--- src/rtl/dma_chain_pkg.sv ---
package dma_chain_pkg;
  typedef enum logic [1:0] {ST_IDLE, ST_XFER, ST_FETCH} seq_st_e;

  localparam logic [2:0] SEL_CFG  = 3'd0;
  localparam logic [2:0] SEL_CNT  = 3'd1;
  localparam logic [2:0] SEL_CHLO = 3'd2;
  localparam logic [2:0] SEL_CHHI = 3'd3;
  localparam logic [2:0] SEL_STAT = 3'd4;

  function automatic logic [5:0] beat_bytes(input logic [1:0] sz);
    case (sz)
      2'b01:   beat_bytes = 6'd8;
      2'b10:   beat_bytes = 6'd32;
      default: beat_bytes = 6'd4;
    endcase
  endfunction

  function automatic logic [1:0] eff_size(input logic [1:0] sz);
    eff_size = (sz == 2'b11) ? 2'b00 : sz;
  endfunction
endpackage

--- src/rtl/dma_swap.sv ---
module dma_swap #(
  parameter int LANES = 2
) (
  input  logic [LANES*32-1:0] din,
  input  logic                swap,
  output logic [LANES*32-1:0] dout
);
  for (genvar g = 0; g < LANES; g++) begin : g_lane
    logic [31:0] w;
    assign w = din[g*32 +: 32];
    assign dout[g*32 +: 32] = swap ? {w[7:0], w[15:8], w[23:16], w[31:24]} : w;
  end
endmodule

--- src/rtl/dma_regs.sv ---
module dma_regs
  import dma_chain_pkg::*;
#(
  parameter int CNT_W = 16
) (
  input  logic        clk,
  input  logic        rst_n,
  input  logic        we,
  input  logic [2:0]  sel,
  input  logic [31:0] wd,
  input  logic        abort,
  input  logic        beat,
  input  logic        dload_we,
  input  logic [1:0]  dload_idx,
  input  logic [63:0] dload_data,
  input  logic        fetch_go,
  input  logic        act_clr,
  output logic [31:0] rdata,
  output logic        crst,
  output logic        ie,
  output logic        dir,
  output logic [1:0]  size,
  output logic        swap,
  output logic        act,
  output logic        chen,
  output logic        ff,
  output logic        cnt_nz,
  output logic        cnt_last,
  output logic [63:0] src,
  output logic [63:0] dst,
  output logic [63:0] chain
);
  logic crst_q, ie_q, dir_q, swap_q, act_q, chen_q, ff_q, abn_q, ncc_q;
  logic crst_d, ie_d, dir_d, swap_d, act_d, chen_d, ff_d, abn_d, ncc_d;
  logic [1:0] size_q, size_d;
  logic [CNT_W-1:0] cnt_q, cnt_d, bb_w;
  logic [63:0] src_q, src_d, dst_q, dst_d, chain_q, chain_d;
  logic wr_cfg, wr_cnt, wr_lo, wr_hi, wr_st;

  assign bb_w   = CNT_W'(beat_bytes(size_q));
  assign wr_cfg = we && sel == SEL_CFG;
  assign wr_cnt = we && sel == SEL_CNT  && !crst_q;
  assign wr_lo  = we && sel == SEL_CHLO && !crst_q;
  assign wr_hi  = we && sel == SEL_CHHI && !crst_q;
  assign wr_st  = we && sel == SEL_STAT && !crst_q;

  always_comb begin
    crst_d = crst_q; ie_d = ie_q; dir_d = dir_q; swap_d = swap_q; size_d = size_q;
    act_d = act_q; chen_d = chen_q; ff_d = ff_q; abn_d = abn_q; ncc_d = ncc_q;
    cnt_d = cnt_q; src_d = src_q; dst_d = dst_q; chain_d = chain_q;
    if (wr_cfg) begin
      ie_d = wd[8]; dir_d = wd[7]; size_d = wd[3:2]; swap_d = wd[1]; crst_d = wd[0];
      if (!wd[5]) act_d = 1'b0;
      else if (cnt_q != '0 || chen_q) act_d = 1'b1;
    end
    if (wr_lo) begin
      chain_d[31:0] = wd;
      chen_d = (wd != 32'd0);
      if (wd != 32'd0) act_d = 1'b1;
    end
    if (wr_hi) chain_d[63:32] = wd;
    if (act_clr || abort) act_d = 1'b0;
    if (fetch_go) ff_d = 1'b0;
    if (wr_lo && wd != 32'd0) ff_d = 1'b1;
    if (wr_cnt) cnt_d = wd[CNT_W-1:0];
    if (wr_st && wd[0]) abn_d = 1'b0;
    if (wr_st && wd[1]) ncc_d = 1'b0;
    if (abort) abn_d = 1'b1;
    if (dload_we) begin
      case (dload_idx)
        2'd0: src_d = dload_data;
        2'd1: dst_d = dload_data;
        2'd2: cnt_d = dload_data[CNT_W-1:0];
        default: begin
          chain_d = dload_data;
          chen_d  = (dload_data[31:0] != 32'd0);
          if (dload_data[31:0] == 32'd0) ncc_d = 1'b1;
        end
      endcase
    end
    if (beat) begin
      cnt_d = (cnt_q <= bb_w) ? '0 : cnt_q - bb_w;
      src_d = src_q + 64'(beat_bytes(size_q));
      dst_d = dst_q + 64'(beat_bytes(size_q));
    end
    if (crst_q) begin
      act_d = 1'b0; chen_d = 1'b0; ff_d = 1'b0; abn_d = 1'b0; ncc_d = 1'b0;
      cnt_d = '0; src_d = '0; dst_d = '0; chain_d = '0;
    end
  end

  always_ff @(posedge clk or negedge rst_n) begin
    if (!rst_n) begin
      crst_q <= 1'b1; ie_q <= 1'b0; dir_q <= 1'b0; swap_q <= 1'b0; size_q <= 2'b00;
      act_q <= 1'b0; chen_q <= 1'b0; ff_q <= 1'b0; abn_q <= 1'b0; ncc_q <= 1'b0;
      cnt_q <= '0; src_q <= '0; dst_q <= '0; chain_q <= '0;
    end else begin
      crst_q <= crst_d; ie_q <= ie_d; dir_q <= dir_d; swap_q <= swap_d; size_q <= size_d;
      act_q <= act_d; chen_q <= chen_d; ff_q <= ff_d; abn_q <= abn_d; ncc_q <= ncc_d;
      cnt_q <= cnt_d; src_q <= src_d; dst_q <= dst_d; chain_q <= chain_d;
    end
  end

  always_comb begin
    case (sel)
      SEL_CFG:  rdata = {23'd0, ie_q, dir_q, chen_q, act_q, 1'b0, size_q, swap_q, crst_q};
      SEL_CNT:  rdata = 32'(cnt_q);
      SEL_CHLO: rdata = chain_q[31:0];
      SEL_CHHI: rdata = chain_q[63:32];
      SEL_STAT: rdata = {30'd0, ncc_q, abn_q};
      default:  rdata = 32'd0;
    endcase
  end

  assign crst = crst_q; assign ie = ie_q; assign dir = dir_q; assign size = size_q;
  assign swap = swap_q; assign act = act_q; assign chen = chen_q; assign ff = ff_q;
  assign cnt_nz = (cnt_q != '0); assign cnt_last = (cnt_q <= bb_w);
  assign src = src_q; assign dst = dst_q; assign chain = chain_q;

  // active rises only with work pending or on a chain-low write
  a_r5_start_needs_work: assert property (@(posedge clk) disable iff (!rst_n)
    $rose(act_q) |-> $past(cnt_q != '0 || chen_q || (we && sel == SEL_CHLO)));
  // chain enable rises only from a chain-low write or a next-pointer load
  a_r8_chen_source: assert property (@(posedge clk) disable iff (!rst_n)
    $rose(chen_q) |-> ($past(we && sel == SEL_CHLO) || $past(dload_we && dload_idx == 2'd3)));
  // abort outside reset leaves the abnormal flag set and active clear
  a_r11_abort_flags: assert property (@(posedge clk) disable iff (!rst_n)
    (abort && !crst_q) |=> (abn_q && !act_q));
  // an accepted transaction never raises the count
  a_r3_count_down: assert property (@(posedge clk) disable iff (!rst_n)
    beat |=> cnt_q <= $past(cnt_q));
endmodule

--- src/rtl/dma_seq.sv ---
module dma_seq
  import dma_chain_pkg::*;
(
  input  logic        clk,
  input  logic        rst_n,
  input  logic        crst,
  input  logic        act,
  input  logic        chen,
  input  logic        ff,
  input  logic        ie,
  input  logic        cnt_nz,
  input  logic        cnt_last,
  input  logic [63:0] chain,
  input  logic        abort,
  input  logic        xfer_ack,
  input  logic        desc_ack,
  output logic        xfer_req,
  output logic        desc_req,
  output logic [63:0] desc_addr,
  output logic        beat,
  output logic        dload_we,
  output logic [1:0]  dload_idx,
  output logic        fetch_go,
  output logic        act_clr,
  output logic        irq
);
  seq_st_e st_q, st_d;
  logic [1:0] idx_q, idx_d;
  logic irq_q, irq_d;

  assign xfer_req  = (st_q == ST_XFER);
  assign desc_req  = (st_q == ST_FETCH);
  assign desc_addr = chain + {59'd0, idx_q, 3'd0};
  assign dload_idx = idx_q;
  assign irq       = irq_q;

  always_comb begin
    st_d = st_q; idx_d = idx_q; irq_d = 1'b0;
    beat = 1'b0; dload_we = 1'b0; fetch_go = 1'b0; act_clr = 1'b0;
    case (st_q)
      ST_IDLE: if (act) begin
        if (ff || (!cnt_nz && chen)) begin
          st_d = ST_FETCH; idx_d = 2'd0; fetch_go = 1'b1;
        end else if (cnt_nz) st_d = ST_XFER;
        else act_clr = 1'b1;
      end
      ST_XFER: if (xfer_ack) begin
        beat = 1'b1;
        if (cnt_last) begin
          irq_d = ie;
          if (chen && act) begin
            st_d = ST_FETCH; idx_d = 2'd0; fetch_go = 1'b1;
          end else begin
            st_d = ST_IDLE; act_clr = 1'b1;
          end
        end else if (!act) st_d = ST_IDLE;
      end
      ST_FETCH: if (desc_ack) begin
        dload_we = 1'b1;
        idx_d = idx_q + 2'd1;
        if (idx_q == 2'd3) st_d = ST_IDLE;
      end
      default: st_d = ST_IDLE;
    endcase
    if (abort || crst) begin
      st_d = ST_IDLE; idx_d = 2'd0; irq_d = 1'b0;
      beat = 1'b0; dload_we = 1'b0; fetch_go = 1'b0; act_clr = 1'b0;
    end
  end

  always_ff @(posedge clk or negedge rst_n) begin
    if (!rst_n) begin
      st_q <= ST_IDLE; idx_q <= 2'd0; irq_q <= 1'b0;
    end else begin
      st_q <= st_d; idx_q <= idx_d; irq_q <= irq_d;
    end
  end

  // an interrupt pulse follows an accepted transaction
  a_r7_irq_after_beat: assert property (@(posedge clk) disable iff (!rst_n)
    irq |-> $past(xfer_req && xfer_ack));
  // a descriptor request stays up until it is served
  a_r9_desc_req_held: assert property (@(posedge clk) disable iff (!rst_n)
    (desc_req && !desc_ack && !abort && !crst) |=> desc_req);
  // abort drops both request lines
  a_r11_abort_drops: assert property (@(posedge clk) disable iff (!rst_n)
    abort |=> (!xfer_req && !desc_req));
endmodule

--- src/rtl/dma_chain_ctrl.sv ---
module dma_chain_ctrl
  import dma_chain_pkg::*;
#(
  parameter int CNT_W = 16,
  parameter int LANES = 2
) (
  input  logic                clk,
  input  logic                rst_n,
  input  logic                reg_we,
  input  logic [2:0]          reg_sel,
  input  logic [31:0]         reg_wdata,
  output logic [31:0]         reg_rdata,
  input  logic                abort,
  output logic                xfer_req,
  input  logic                xfer_ack,
  output logic [1:0]          xfer_size,
  output logic                xfer_dir,
  output logic [63:0]         xfer_src,
  output logic [63:0]         xfer_dst,
  input  logic [LANES*32-1:0] dat_in,
  output logic [LANES*32-1:0] dat_out,
  output logic                desc_req,
  input  logic                desc_ack,
  output logic [63:0]         desc_addr,
  input  logic [63:0]         desc_data,
  output logic                irq
);
  logic [1:0] rs_q;
  logic rst_s;
  logic crst, ie, dir, swap, act, chen, ff, cnt_nz, cnt_last;
  logic beat, dload_we, fetch_go, act_clr;
  logic [1:0] size, dload_idx;
  logic [63:0] chain;

  always_ff @(posedge clk or negedge rst_n) begin
    if (!rst_n) rs_q <= 2'b00;
    else        rs_q <= {rs_q[0], 1'b1};
  end
  assign rst_s = rs_q[1];

  dma_regs #(.CNT_W(CNT_W)) u_regs (
    .clk(clk), .rst_n(rst_s), .we(reg_we), .sel(reg_sel), .wd(reg_wdata), .abort(abort),
    .beat(beat), .dload_we(dload_we), .dload_idx(dload_idx), .dload_data(desc_data),
    .fetch_go(fetch_go), .act_clr(act_clr), .rdata(reg_rdata), .crst(crst), .ie(ie),
    .dir(dir), .size(size), .swap(swap), .act(act), .chen(chen), .ff(ff),
    .cnt_nz(cnt_nz), .cnt_last(cnt_last), .src(xfer_src), .dst(xfer_dst), .chain(chain)
  );

  dma_seq u_seq (
    .clk(clk), .rst_n(rst_s), .crst(crst), .act(act), .chen(chen), .ff(ff), .ie(ie),
    .cnt_nz(cnt_nz), .cnt_last(cnt_last), .chain(chain), .abort(abort),
    .xfer_ack(xfer_ack), .desc_ack(desc_ack), .xfer_req(xfer_req), .desc_req(desc_req),
    .desc_addr(desc_addr), .beat(beat), .dload_we(dload_we), .dload_idx(dload_idx),
    .fetch_go(fetch_go), .act_clr(act_clr), .irq(irq)
  );

  dma_swap #(.LANES(LANES)) u_swap (.din(dat_in), .swap(swap), .dout(dat_out));

  assign xfer_size = eff_size(size);
  assign xfer_dir  = dir;
endmodule

--- config.mk ---
export PLATFORM = sky130hd
export DESIGN_NAME = dma_chain_ctrl
export DESIGN_NICKNAME = d
export VERILOG_FILES = /design/src/rtl/dma_chain_pkg.sv /design/src/rtl/dma_swap.sv /design/src/rtl/dma_regs.sv /design/src/rtl/dma_seq.sv /design/src/rtl/dma_chain_ctrl.sv
export SDC_FILE = /design/constraint.sdc
export NUM_CORES = 1
export LEC_CHECK = 0
export BUFFER_PORTS_ARGS = -buffer_cell sky130_fd_sc_hd__buf_2
export CORE_ASPECT_RATIO = 1.75
export CORE_UTILIZATION = 41
export CTS_CLUSTER_SIZE = 25
export DETAILED_ROUTE_END_ITERATION = 7
export GPL_ROUTABILITY_DRIVEN = 0
export GPL_TIMING_DRIVEN = 0
export PLACE_DENSITY_LB_ADDON = 0.25
export RECOVER_POWER = 100
export SLEW_MARGIN = 15
export SYNTH_ARGS = -nofsm -noshare
export SYNTH_HDL_FRONTEND = slang
export SYNTH_HIERARCHICAL = 1
export SYNTH_SLANG_ARGS = --single-unit
--- constraint.sdc ---
create_clock -name clk -period 8.4 [get_ports clk]
set_input_delay 1.26 -clock clk [delete_from_list [all_inputs] [get_ports clk]]
set_output_delay 1.26 -clock clk [all_outputs]
set_load 0.02 [all_outputs]
==> metrics.md <==
| Metric | Value |
|---|---|
| Switching Fraction | 41.6% |
| Synth unique cells | 78 |
| Peak supply drop | 0.000168 V |
| Max Transition Viols Final | 109 |
| First-pass GRT wire length | 121 mm |
| Mean post-synth cell area | 8.70 um2 |
| Post-CTS setup buffer count | 0 |
| Clock share of power | 28.4% |
| Seq/Total Area, Yosys | 32.9% |
| Switching pwr | 1.64 mW |
| DR iter-0 viols | 1849 |
| Post-Synthesis Cells | 1977 |
| Max Clk Rate | 153 MHz |
| Non-Filler Cell Area, Final | 0.0204 mm2 |
| Unrepaired setup endpoints after global routing | no |
| # H-tree levels | 1 |
| WL final | 84.6 mm |
| Worst Setup Path Type | flip-flop to output pin |
| Syn. warnings | 6 |
| Final setup margin | 1.89 ns |
| Post-route ant nets | 0 |
| Register bit total from synthesis | 226 |
| Worst slew margin | -89.1% |
| Routed vias/inst | 6.27 |
| CTS tree | done |
| Most common cell after layout, fill and taps aside | clkbuf_1 |
| Post-CTS Resized | 0 |
| Layout cell share with drive strength beyond 1 | 13.8% |
| Clk_lat worst skew | 0.56 ns |
| Setup Skew | 0.0142 ns |
| Slowest cell on the critical path | nor4_1 |
| Wire per inst | 27.8 um |
| Initial Util | 41.9% |
| Vias | 19100 |
| Drt drc | 0 |
| DR pass1 iterations | 8 |
| Max-cap violations | 4 |
| Nets | 2657 |
| Crit path buf inv count | 2 |
| CP max FO | 10 |
| Die ar. | 0.0428 mm2 |
| Final Hold Fails | 0 |
| Initial antenna violation count | 8 |
| Inst Count DP | 2993 |
| Port bufs | 462 |
| Worst Hold Class | flip-flop to flip-flop |
| Setup violations, final | 0 |
| Startpoint Class | flip-flop |
| Non-filler cells, final | 3041 |
| Worst-Margin Slew | 2.84 ns |
| Gr ovfl total | 0 |
| Hold-fix buffers, CTS | 0 |
| CTS root buf | clkbuf_16 |
| Most used DFF post-synth | dfrtp_1 |
| Reg clk slew, reported paths | 0.07 ns |
| Slowest Stage Delay on Critical Path | 1.95 ns |
| Seq pwr share | 36.6% |
| Highest-count cells in the layout ignoring fill and taps | 351 x clkbuf_1, 273 x nand2_1, 235 x buf_2 |
| Mapped Area | 0.0172 mm2 |
| Clock sinks | 226 |
| Die height | 273 um |
| Minimum clock period | 6.51 ns |
| Die W | 157 um |
| Period utilisation layout | 77.6% |
| Failing checks | capacitance limit, slew limit |
| Int Power | 2.30 mW |
| Setup WS pre-CTS | 3.65 ns |
| Core Area | 0.0411 mm2 |
| Status | finished with violations |
| Num ports | 463 |
| Row count | 98 |
| CP endpoint kind | output pin |
| Post-synth EDFFs | 0 |
| Largest net degree at the start of global routing | 56 |
| Fin util | 49.7% |
| Post-DP Area | 0.0203 mm2 |
| Comb power frac | 35.1% |
| Crit-path leading delay family | simple AND/OR/NAND/NOR gates |
| CTS Buf Count | 23 |
| Critical path arrival | 5.25 ns |
| Clk buf depth | 3 |
| CP Data Required Time | 7.14 ns |
| Ys async rst share | 100% |
| Syn_nets | 2166 |
| Overall Global Routing Usage | 38.6% |
| Synthesis-to-layout area growth | 18.8% |
| Vias in the first global route | 19000 |
| Pwr dens | 193 mW/mm2 |
| CP Cell Sequence | ha_1 -> a21oi_1 -> nor4_1 -> nand4_1 -> clkbuf_1 -> nor4_1 -> xor2_1 -> clkbuf_1 |
| HPWL after DPL | 66.3 mm |
| Hold Slack | 0.353 ns |
| Pleak | 8.33 nW |
power by group through the flow:
stage	clock network, mW	logic, mW	registers (mW)
after floorplan	0	0.855	1.48
after global placement	0	1.40	1.46
after detailed placement	0	1.45	1.45
after CTS	1.12	1.46	1.43
after global routing	1.16	1.45	1.46
final	1.12	1.38	1.44
cell type report:
class / count / area (um2)
fillers: 4204 / 20600
diodes: 6 / 15.0
clock inverters: 16 / 175
clock buffers: 26 / 607
repair buffers: 466 / 2090
plain buffers: 131 / 527
multi-input cells: 1583 / 10500
flip-flops and latches: 226 / 5660
inverters: 37 / 139
well taps: 550 / 688
worst register-to-register path, cell delays in order (launching register included):
cell and delay [ns]:
dfrtp_1 1.19, clkbuf_1 1.97, clkbuf_1 2.15
logic make-up (layout without fill, tap and decap cells):
group | Yosys count | in the layout | synth area share (%)
fa+ha+maj | 20 | 20 | 1.54
other cells | 1 | 7 | 0.0218
flops | 226 | 226 | 32.9
xor+xnor | 173 | 173 | 8.86
buf+inv | 168 | 676 | 4.53
mux | 191 | 191 | 13.4
compound gates | 348 | 348 | 14.0
simple gates | 850 | 850 | 24.7
layer usage:
metal	part of all wire, %	GRT usage [%]
met2	50	68.0
met4	9.6	34.1
met1	31	37.2
met3	9.7	8.96
met5	0.013	0
flip-flops by register name, summed over array words and instances, names as in the netlist, 2 cells and up:
register         count
u_regs/src          64
u_regs/size          2
u_regs/cnt_q        16
u_regs/dst          64
u_seq/st_q           2
u_regs/chain        64
rs_q                 2
u_seq/dload_idx      2
stage by stage:
step,setup TNS [ns],total power [mW]
floorplan,0,2.33
global placement,-339.72,2.87
detailed placement,0,2.90
CTS,0,4.01
global route,0,4.07
finish,0,3.94
final timing paths:
path                                           startpoint                         to  slack [ns]  cells after the start
setup reg to reg                        rs_q[1]$_DFF_PN0_  u_regs/chain[8]$_DFF_PN0_        2.54                      2
hold / removal                          rs_q[0]$_DFF_PN0_          rs_q[1]$_DFF_PN0_        0.35                      0
max in group asynchronous               rs_q[1]$_DFF_PN0_  u_regs/chain[8]$_DFF_PN0_        2.54                      2
min in group asynchronous                           rst_n          rs_q[0]$_DFF_PN0_        0.47                      1
setup / recovery           u_seq/dload_idx[1]$_DFFE_PN0P_              desc_addr[46]        1.89                      8
hold reg to reg                         rs_q[0]$_DFF_PN0_          rs_q[1]$_DFF_PN0_        0.35                      0
cell usage after synthesis (4+ instances only):
master	instances	share of area [%]
a211oi_1	132	5.8
a21boi_0	7	0.31
a21oi_1	45	1.3
a221oi_1	7	0.36
a22o_1	18	0.92
a22oi_1	9	0.39
a311oi_1	10	0.51
a31oi_1	10	0.36
and2_1	5	0.18
and3_1	88	3.2
and4_1	13	0.66
buf_1	10	0.22
buf_12	6	0.70
buf_2	11	0.32
buf_4	4	0.17
clkbuf_1	97	2.1
dfrtp_1	225	33
ha_1	18	1.3
inv_1	36	0.79
mux2_2	18	1.2
mux2_4	60	5.2
mux2i_1	107	6.2
mux4_2	6	0.79
nand2_1	273	6.0
nand2b_1	5	0.18
nand3_1	79	2.3
nand4_1	57	2.1
nor2_1	175	3.8
nor2b_1	15	0.55
nor3_1	46	1.3
nor3_2	7	0.41
nor4_1	38	1.4
nor4b_1	4	0.20
o21ai_0	49	1.4
o21bai_1	5	0.22
o22ai_1	31	1.1
or2_2	5	0.18
or3_1	10	0.36
or4_1	5	0.22
xnor2_1	88	4.5
xor2_1	84	4.3
Power figures use the tool's default switching activity.
